--- src/rtl/tsi_pkg.sv ---
package tsi_pkg;
  localparam int NBANK = 3;
  typedef logic [1:0] bank_t;

  function automatic bank_t bank_next(input bank_t b);
    return (b == bank_t'(NBANK - 1)) ? bank_t'(0) : bank_t'(b + 2'd1);
  endfunction
endpackage

--- src/rtl/tsi_frame_ctl.sv ---
module tsi_frame_ctl
  import tsi_pkg::*;
#(
  parameter int NCH  = 32,
  parameter int CH_W = (NCH > 1) ? $clog2(NCH) : 1
) (
  input  logic            clk,
  input  logic            rst,
  input  logic            slot_en,
  input  logic            frame_start,
  output logic [CH_W-1:0] cur_ch,
  output logic [CH_W-1:0] la_ch,
  output bank_t           wr_bank,
  output bank_t           rd_bank
);
  localparam logic [CH_W-1:0] LAST = CH_W'(NCH - 1);

  logic [CH_W-1:0] ch_q;
  bank_t           bank_q;
  logic            new_frame;

  always_comb begin
    new_frame = frame_start | (ch_q == LAST);
    cur_ch    = new_frame ? '0 : ch_q + 1'b1;
    wr_bank   = new_frame ? bank_next(bank_q) : bank_q;
    rd_bank   = bank_next(wr_bank);
    la_ch     = (cur_ch == LAST) ? '0 : cur_ch + 1'b1;
  end

  always_ff @(posedge clk) begin
    if (rst) begin
      ch_q   <= LAST;
      bank_q <= bank_t'(NBANK - 1);
    end else if (slot_en) begin
      ch_q   <= cur_ch;
      bank_q <= wr_bank;
    end
  end

  AST_SOF_ZERO: assert property (@(posedge clk) disable iff (rst)
    (slot_en && frame_start) |=> (ch_q == '0));
  AST_BANK_LEGAL: assert property (@(posedge clk) disable iff (rst)
    bank_q != 2'd3);
  AST_BANK_STEP: assert property (@(posedge clk) disable iff (rst)
    (slot_en && ch_q == LAST) |=> (bank_q == bank_next($past(bank_q))));
  AST_IDLE_HOLD: assert property (@(posedge clk) disable iff (rst)
    !slot_en |=> ($stable(ch_q) && $stable(bank_q)));
endmodule

--- src/rtl/tsi_sdp_ram.sv ---
module tsi_sdp_ram #(
  parameter int DW = 8,
  parameter int AW = 7
) (
  input  logic          clk,
  input  logic          rst,
  input  logic          we,
  input  logic [AW-1:0] waddr,
  input  logic [DW-1:0] wdata,
  input  logic          re,
  input  logic [AW-1:0] raddr,
  output logic [DW-1:0] rdata
);
  localparam int DEPTH = 1 << AW;

  logic [DW-1:0] mem [DEPTH];

  always_ff @(posedge clk) begin
    if (we) mem[waddr] <= wdata;
  end

  always_ff @(posedge clk) begin
    if (rst)     rdata <= '0;
    else if (re) rdata <= mem[raddr];
  end
endmodule

--- src/rtl/tsi_conn_mem.sv ---
module tsi_conn_mem #(
  parameter int DW = 5,
  parameter int AW = 5
) (
  input  logic          clk,
  input  logic          rst,
  input  logic          en,
  input  logic          we,
  input  logic [AW-1:0] addr,
  input  logic [DW-1:0] wdata,
  output logic [DW-1:0] rdata
);
  localparam int DEPTH = 1 << AW;

  logic [DW-1:0] mem [DEPTH];

  always_ff @(posedge clk) begin
    if (en && we) mem[addr] <= wdata;
  end

  always_ff @(posedge clk) begin
    if (rst)     rdata <= '0;
    else if (en) rdata <= mem[addr];
  end
endmodule

--- src/rtl/tsi_switch.sv ---
module tsi_switch
  import tsi_pkg::*;
#(
  parameter int  NCH  = 32,
  parameter int  DW   = 8,
  localparam int CH_W = (NCH > 1) ? $clog2(NCH) : 1,
  localparam int HA_W = CH_W + 2,
  localparam int RD_W = (DW > CH_W) ? DW : CH_W
) (
  input  logic            clk,
  input  logic            rst,
  input  logic            slot_en,
  input  logic            frame_start,
  input  logic [DW-1:0]   rx_data,
  output logic [DW-1:0]   tx_data,
  input  logic            host_req,
  input  logic            host_we,
  input  logic            host_dsel,
  input  logic [HA_W-1:0] host_addr,
  input  logic [CH_W-1:0] host_wmap,
  output logic            host_ack,
  output logic [RD_W-1:0] host_rdata
);
  localparam int NCOPY = 2;  // copy 0 feeds the output, copy 1 the host

  logic [CH_W-1:0] cur_ch, la_ch, cm_rd, cm_addr, src_q, src;
  bank_t           wr_bank, rd_bank;
  logic            grant, host_cm, slot_rd_q, ack_dsel_q;
  logic            re_v [NCOPY];
  logic [HA_W-1:0] ra_v [NCOPY];
  logic [DW-1:0]   rd_v [NCOPY];

  tsi_frame_ctl #(.NCH(NCH), .CH_W(CH_W)) i_frame_ctl (
    .clk(clk), .rst(rst), .slot_en(slot_en), .frame_start(frame_start),
    .cur_ch(cur_ch), .la_ch(la_ch), .wr_bank(wr_bank), .rd_bank(rd_bank)
  );

  // Switching path owns every strobe cycle; the host uses the gaps.
  assign grant   = host_req & ~slot_en & ~host_ack;
  assign host_cm = grant & ~host_dsel;
  assign cm_addr = slot_en ? la_ch : host_addr[CH_W-1:0];

  tsi_conn_mem #(.DW(CH_W), .AW(CH_W)) i_conn_mem (
    .clk(clk), .rst(rst), .en(slot_en | host_cm), .we(host_cm & host_we),
    .addr(cm_addr), .wdata(host_wmap), .rdata(cm_rd)
  );

  // The look-ahead result is kept aside so host reads cannot disturb it.
  assign src = slot_rd_q ? cm_rd : src_q;

  always_ff @(posedge clk) begin
    if (rst) begin
      slot_rd_q  <= 1'b0;
      src_q      <= '0;
      host_ack   <= 1'b0;
      ack_dsel_q <= 1'b0;
    end else begin
      slot_rd_q <= slot_en;
      if (slot_rd_q) src_q <= cm_rd;
      host_ack  <= grant;
      if (grant) ack_dsel_q <= host_dsel;
    end
  end

  always_comb begin
    re_v[0] = slot_en;
    ra_v[0] = {rd_bank, src};
    re_v[1] = grant & host_dsel;
    ra_v[1] = host_addr;
  end

  for (genvar g = 0; g < NCOPY; g++) begin : g_dcopy
    tsi_sdp_ram #(.DW(DW), .AW(HA_W)) i_bank_ram (
      .clk(clk), .rst(rst), .we(slot_en), .waddr({wr_bank, cur_ch}),
      .wdata(rx_data), .re(re_v[g]), .raddr(ra_v[g]), .rdata(rd_v[g])
    );
  end

  assign tx_data    = rd_v[0];
  assign host_rdata = ack_dsel_q ? RD_W'(rd_v[1]) : RD_W'(cm_rd);

  AST_HOST_YIELD: assert property (@(posedge clk) disable iff (rst)
    host_ack |-> !$past(slot_en));
  AST_ACK_PULSE: assert property (@(posedge clk) disable iff (rst)
    host_ack |=> !host_ack);
  AST_HOST_SERVED: assert property (@(posedge clk) disable iff (rst)
    (host_req && !slot_en && !host_ack) |=> host_ack);
  AST_TX_HOLD: assert property (@(posedge clk) disable iff (rst)
    !slot_en |=> $stable(tx_data));
endmodule

--- config.mk ---
export PLATFORM = sky130hd
export DESIGN_NAME = tsi_switch
export DESIGN_NICKNAME = d
export VERILOG_FILES = /design/src/rtl/tsi_pkg.sv /design/src/rtl/tsi_frame_ctl.sv /design/src/rtl/tsi_sdp_ram.sv /design/src/rtl/tsi_conn_mem.sv /design/src/rtl/tsi_switch.sv
export SDC_FILE = /design/constraint.sdc
export NUM_CORES = 2
export LEC_CHECK = 0
export CAP_MARGIN = 20
export CORE_ASPECT_RATIO = 1.25
export CORE_MARGIN = 3
export CORE_UTILIZATION = 55
export DETAILED_ROUTE_END_ITERATION = 7
export PLACE_DENSITY = 0.74
export SETUP_SLACK_MARGIN = 0.02
export SYNTH_ARGS = -nofsm -noshare
export SYNTH_HDL_FRONTEND = slang
export SYNTH_SLANG_ARGS = --single-unit
export TNS_END_PERCENT = 100
--- constraint.sdc ---
create_clock -name clk -period 4.1 [get_ports clk]
set_clock_uncertainty 0.15 [all_clocks]
set_input_delay 0.41 -clock clk [delete_from_list [all_inputs] [get_ports clk]]
set_output_delay 0.41 -clock clk [all_outputs]
set_load 0.02 [all_outputs]
# [Yosys cells after proc, flatten, opt, wreduce, memory -nomap -nowiden]
# Memories as Yosys holds them, arrays and structs flattened. A register that Yosys moved wholly into a read port is not among the register bits.
# Index checks and enable logic that the tools add are counted.
[totals] in_bits=27 ff_bits=15 out_inout_bits=17 mem_count=3 ram_bits=2208
[op_classes] reduce_logical=1 n_eq_ne=4 mux=12 addsub=4 bitwise_logic=10
[mem_list] memory="g_dcopy[0].i_bank_ram.mem" depth=128 word_bits=8 read_ports=1 rd_ports_with_merged_regs=1 wr=1 line_no="tsi_sdp_ram.sv:16" source="logic [DW-1:0] mem [DEPTH];"
[mem_list] memory="g_dcopy[1].i_bank_ram.mem" depth=128 word_bits=8 read_ports=1 rd_ports_with_merged_regs=1 wr=1 line_no="tsi_sdp_ram.sv:16"
[mem_list] memory="i_conn_mem.mem" depth=32 word_bits=5 read_ports=1 rd_ports_with_merged_regs=1 wr=1 line_no="tsi_conn_mem.sv:15" source="logic [DW-1:0] mem [DEPTH];"
[ops] cell="$mux 5" count=4
[ops] cell="$add 5x1->5 const B" count=2
[ops] cell="$eq 5x5->1 const B" count=2
[ops] cell="$mux 8" count=1
[ops] cell="$mux 2" count=3
[ops] cell="$and 1x1->1" count=5
[ops] cell="$add 2x1->2 const B" count=2
[ops] cell="$eq 2x2->1 const B" count=2
[ops] cell="$mux 1" count=4
[ops] cell="$not 1->1" count=3
[ops] cell="$or 1x1->1" count=2
[ops] cell="$logic_and 1x1->1" count=1

# [Logic depth before layout (Yosys ltp)]
[depth] depth_word=8 mapped_depth=15

# [Cells and area by module]
# From an unflattened synthesis, not the netlist that was laid out.
[unflattened] cells_unflattened=4523 area_unflattened_um2=88768.9
[by_module_without_submodules] mod="tsi_sdp_ram" seq_area_each_um2=30909.6 cells_each=2025 area_each_um2=40561.4 n_inst=2
[by_module_without_submodules] mod="tsi_conn_mem" seq_area_each_um2=4904.7 cells_each=366 area_each_um2=6657.6 n_inst=1
[by_module_without_submodules] mod="tsi_frame_ctl" seq_area_each_um2=140.1 cells_each=63 area_each_um2=509.2 n_inst=1
[by_module_without_submodules] mod="tsi_switch" seq_area_each_um2=160.2 cells_each=44 area_each_um2=479.2 n_inst=1

# [Worst setup path after synthesis]
# No wires, ideal clock.
[synth_path] kind="flip-flop to flip-flop" from="register i_frame_ctl.ch_q[0]" to="memory i_conn_mem.mem[2][0], in the netlist i_conn_mem.mem[1][0] (enable)" period_less_slack_ps=3997 required_ps=3576 stages_incl_launch_ff=14 path_buffers=3 setup_time_ps=374 arrival_time_ps=3474 setup_slack_ps=103 cell_sequence="dfxtp_1 > ha_1 > and3_1 > ha_1 > nor2_1 > and2_1 > ha_1 > mux2i_2 > buf_2 > buf_4 > and3_1 > nand2b_1 > clkbuf_1 > nor3_1"
[synth_via] elab_chain_len=6 elab_cells_between_ends=8
[synth_rtl] element="start: declaration" line_no="tsi_frame_ctl.sv:18" source="logic [CH_W-1:0] ch_q;"
[synth_rtl] element="start signal: assignment" line_no="tsi_frame_ctl.sv:35" source="ch_q <= cur_ch;"
[synth_rtl] element="branches (longest 2 deep; another with $add 5x1->5)"
[synth_rtl] element="$mux 5 *" line_no="tsi_frame_ctl.sv:24" source="cur_ch = new_frame ? '0 : ch_q + 1'b1;"
[synth_rtl] element="named net cur_ch[1]" line_no="tsi_switch.sv:26" source="logic [CH_W-1:0] cur_ch, la_ch, cm_rd, cm_addr, src_q, src;"
[synth_rtl] element="$add 5x1->5 or $eq 5x5->1 (tied branches)" line_no="tsi_frame_ctl.sv:27" source="la_ch = (cur_ch == LAST) ? '0 : cur_ch + 1'b1;"
[synth_rtl] element="$mux 5 *" line_no="tsi_frame_ctl.sv:27"
[synth_rtl] element="$mux 5 *" line_no="tsi_switch.sv:41" source="assign cm_addr = slot_en ? la_ch : host_addr[CH_W-1:0];"
[synth_rtl] element="end: declaration" line_no="tsi_conn_mem.sv:15"
# Mark *: on every way through the listed nets, which the timed path passes.

# [Worst setup path after layout]
[layout_path] from="register i_frame_ctl.ch_q[1]" to="memory i_conn_mem.mem[34][0], in the netlist i_conn_mem.mem[17][0] (enable)"
[layout_via] elab_chain_len=6 elab_cells_between_ends=8
[layout_rtl] element="branches (longest 2 deep; another with $add 5x1->5)"
[layout_rtl] element="$mux 5 *" line_no="tsi_frame_ctl.sv:24"
[layout_rtl] element="$add 5x1->5 or $eq 5x5->1 (tied branches)" line_no="tsi_frame_ctl.sv:27"
[layout_rtl] element="$mux 5 *" line_no="tsi_frame_ctl.sv:27"
[layout_rtl] element="$mux 5 *" line_no="tsi_switch.sv:41"
# Mark *: on every way between the ends.

==> qor.txt <==
Largest area contributor in the netlist: edfxtp_1
Tmin final: 3.798 ns
Syn Inst Count: 2,824
Post-route ant nets: 0
Status: completed
Met2 usage: 48.66%
Synthesis-to-layout area growth: 14.09%
Post-DP HPWL: 100,900 um
Cell area after synthesis: 53,680 um^2
Placed instance area: 57,170 um^2
Register bit count reported by yosys: 1,220
Total wire length: 151,100 um
Mean area per synthesized cell: 19.01 um^2
Routed vias: 30,900
Post-CTS setup buffer count: 0
Achievable Freq: 263.3 MHz
Syn nets: 2,855
Max-slew headroom: 27.07%
Worst Setup Path Type: reg2reg
CP Launch Type: flop
HP Class: in2reg
Leak pwr: 0.01930 uW
Root Buffer: clkbuf_16
Drt first pass iters: 8
Dpl cells: 4,237
VDD IR max: 0.0003736 V
Yosys warning count: 0
Fin. max-slew vios: 0
Crit. End Element: flop
Synth cell types: 60
GRT met3 Usage: 5.625%
Worst-Margin Slew: 1.094 ns
Die width: 285.4 um
Sequential-to-total area share from yosys stat: 67.58%
IO Port Bufs: 43
Number of flops mapped to enable cells by yosys: 1,184
Met1 Resource Use GR: 38.71%
Critical-path maximum fanout: 11
IO Pins: 44
Critical Path AT: 3.98 ns
Core area: 96,290 um^2
Die Area: 101,400 um^2
Row cnt: 127
Share of post-route cells with drive strength above 1: 31.74%
Worst-Skew Late Latency: 0.71 ns
Final setup fails: 0
Overflow after GRT: 0
Total track usage: 30.18%
Largest cells by area after synthesis: edfxtp_1, mux4_2, nand2_1
Setup TNS: 0 ns
Clk buf depth: 3
DR iter-0 viols: 4,364
WP data required: 4.28 ns
Max_cap viols: 0
RSZ-0062 raised after global routing: no
Vias in the first global route: 31,700
Vias per cell: 6.924
Initial antenna violation count: 6
Most used DFF post-synth: edfxtp_1
CTS buffer count: 113
Initial Util: 55.74%
TritonCTS clock tree: built
Global routing's busiest layer: met2
Clock tree sinks: 1,220
Yosys top cell area share: 66.24%
Largest net degree at the start of global routing: 110
FFs w/ async S/R, synth: 0%
# DRC: 0
Global placer's final weighted congestion: 0.9536
Worst Hold Slack: 0.01824 ns
Non-filler instance count after layout: 4,463
Cell area after layout: 61,240 um^2
Clock transition at path regs: 0.06 ns
Wire length per cell: 33.85 um
Hold Vio Cnt, Final: 0
First-pass GRT wire length: 220,600 um
Die height: 355.3 um
Final #Nets: 3,104
Final Cycle Share: 92.63%
Htree depth: 3
Power per cell area: 449.6 nW/um^2
## synthesized netlist by cell type (9+ instances only)
cell and n:
a21oi_1 37, a31oi_1 9, nor2_1 207, o2111ai_1 14, inv_1 10, buf_2 57, nand2_1 244, nor3_1 26
mux4_2 515, o221ai_1 18, mux2_2 13, edfxtp_1 1184, buf_1 29, o22ai_1 30, a22oi_1 13, mux2i_1 58
o21ai_0 20, buf_4 20, buf_6 13, clkbuf_1 70, nand3_1 80, dfxtp_1 36, nand4_1 10
## cells in the final DEF, fill, tap and decap left out, types with 10 or more instances in the layout
| cell type | synthesis | layout |
|---|---|---|
| a21oi_1 | 37 | 36 |
| buf_4 | 20 | 255 |
| o21ai_0 | 20 | 20 |
| o2111ai_1 | 14 | 14 |
| nand3_1 | 80 | 80 |
| nor3_1 | 26 | 23 |
| bufinv_16 | 0 | 16 |
| nand2_1 | 244 | 244 |
| clkinv_1 | 1 | 20 |
| buf_12 | 0 | 23 |
| dfxtp_1 | 36 | 36 |
| clkbuf_16 | 0 | 116 |
| clkbuf_1 | 70 | 21 |
| nor2_1 | 207 | 207 |
| a22oi_1 | 13 | 13 |
| clkinv_2 | 0 | 20 |
| o22ai_1 | 30 | 30 |
| mux4_2 | 515 | 515 |
| mux2i_1 | 58 | 54 |
| nand4_1 | 10 | 10 |
| mux2_2 | 13 | 12 |
| clkdlybuf4s50_1 | 0 | 32 |
| edfxtp_1 | 1184 | 1184 |
| o221ai_1 | 18 | 18 |
## repair_timing
item                       CTS  global route
setup endpoints to repair    0             1
gates resized for setup      0             1
hold endpoints to repair     0            29
hold buffers                 0             2
## critical path, cell delays in order, from the launching register on
cell,delay (ns)
dfxtp_1,0.33
ha_1,0.21
and3_1,0.19
ha_1,0.22
or2_2,0.40
nor2_1,0.23
and3_1,0.19
ha_1,0.14
nor2_1,0.04
o21ai_0,0.13
and2_1,0.53
nand2_1,0.23
nor2_1,0.44
## stage by stage
| stage | total power, uW | setup WS, ns | util [%] |
|---|---|---|---|
| after floorplan | 15600 | 0.1025 | - |
| after global placement | 16770 | 0.2155 | 59.37 |
| after detailed placement | 16810 | 0.1928 | 59.37 |
| after CTS | 27560 | 0.1903 | 63.37 |
| after global routing | 28220 | 0.1004 | 63.58 |
| final | 27530 | 0.3022 | 63.59 |
## where the power goes
| group | total [uW] | internal, uW | leakage, uW | switching, uW |
|---|---|---|---|---|
| clock | 10900 | 6290 | 0.00187 | 4620 |
| sequential | 13800 | 13700 | 0.0109 | 68.5 |
| combinational | 2820 | 1100 | 0.00649 | 1710 |
| total | 27500 | 21100 | 0.0193 | 6400 |
## metal layers
layer / vias up / share of wire (%)
li1: 12330 / -
met1: 15980 / 34
met2: 2108 / 48
met3: 478 / 10
met4: 8 / 7.4
met5: - / 0.044
## final cells by class
cell class                 count  area, um^2
tap                         1290        1614
clock inverter                70       803.3
fill                        6469       35060
multi-input combinational   1404       16520
inverter                      11       43.79
timing repair buffer         323        2927
antenna                        3       7.507
sequential                  1220       36270
clock buffer                 142        3050
## final timing paths
kind / startpoint / end / slack, ns / cells past startpoint
hold reg to reg: g_dcopy[1].i_bank_ram.rdata[3] / g_dcopy[1].i_bank_ram.rdata[3] / 0.35 / 2
setup reg to reg: i_frame_ctl.ch_q[1] / i_conn_mem.mem[17][0] / 0.30 / 12
setup / recovery: i_frame_ctl.ch_q[1] / i_conn_mem.mem[17][0] / 0.30 / 12
hold / removal: rx_data[4] / g_dcopy[1].i_bank_ram.mem[94][4] / 0.02 / 1
## logic make-up (layout without fill, tap and decap cells)
kind of cell / Yosys count / count (layout) / share of synthesized area (%)
flops: 1220 / 1220 / 67.58
simple gates: 604 / 604 / 4.704
compound gates: 204 / 204 / 2.676
mux: 589 / 589 / 23.04
fa+ha+maj: 4 / 4 / 0.09325
buf+inv: 200 / 546 / 1.853
other cells: 0 / 3 / 0
xor+xnor: 3 / 3 / 0.04896
## registers in the layout, summed over array words and instances, names as in the netlist
register                  flops
ack_dsel_q                    1
slot_rd_q                     1
i_frame_ctl.bank_q            2
src_q                         5
i_conn_mem.mem              160
host_ack                      1
g_dcopy.i_bank_ram.mem     1024
g_dcopy.i_bank_ram.rdata     16
i_frame_ctl.ch_q              5
i_conn_mem.rdata              5
No activity file was read; power rests on OpenSTA's default activity.
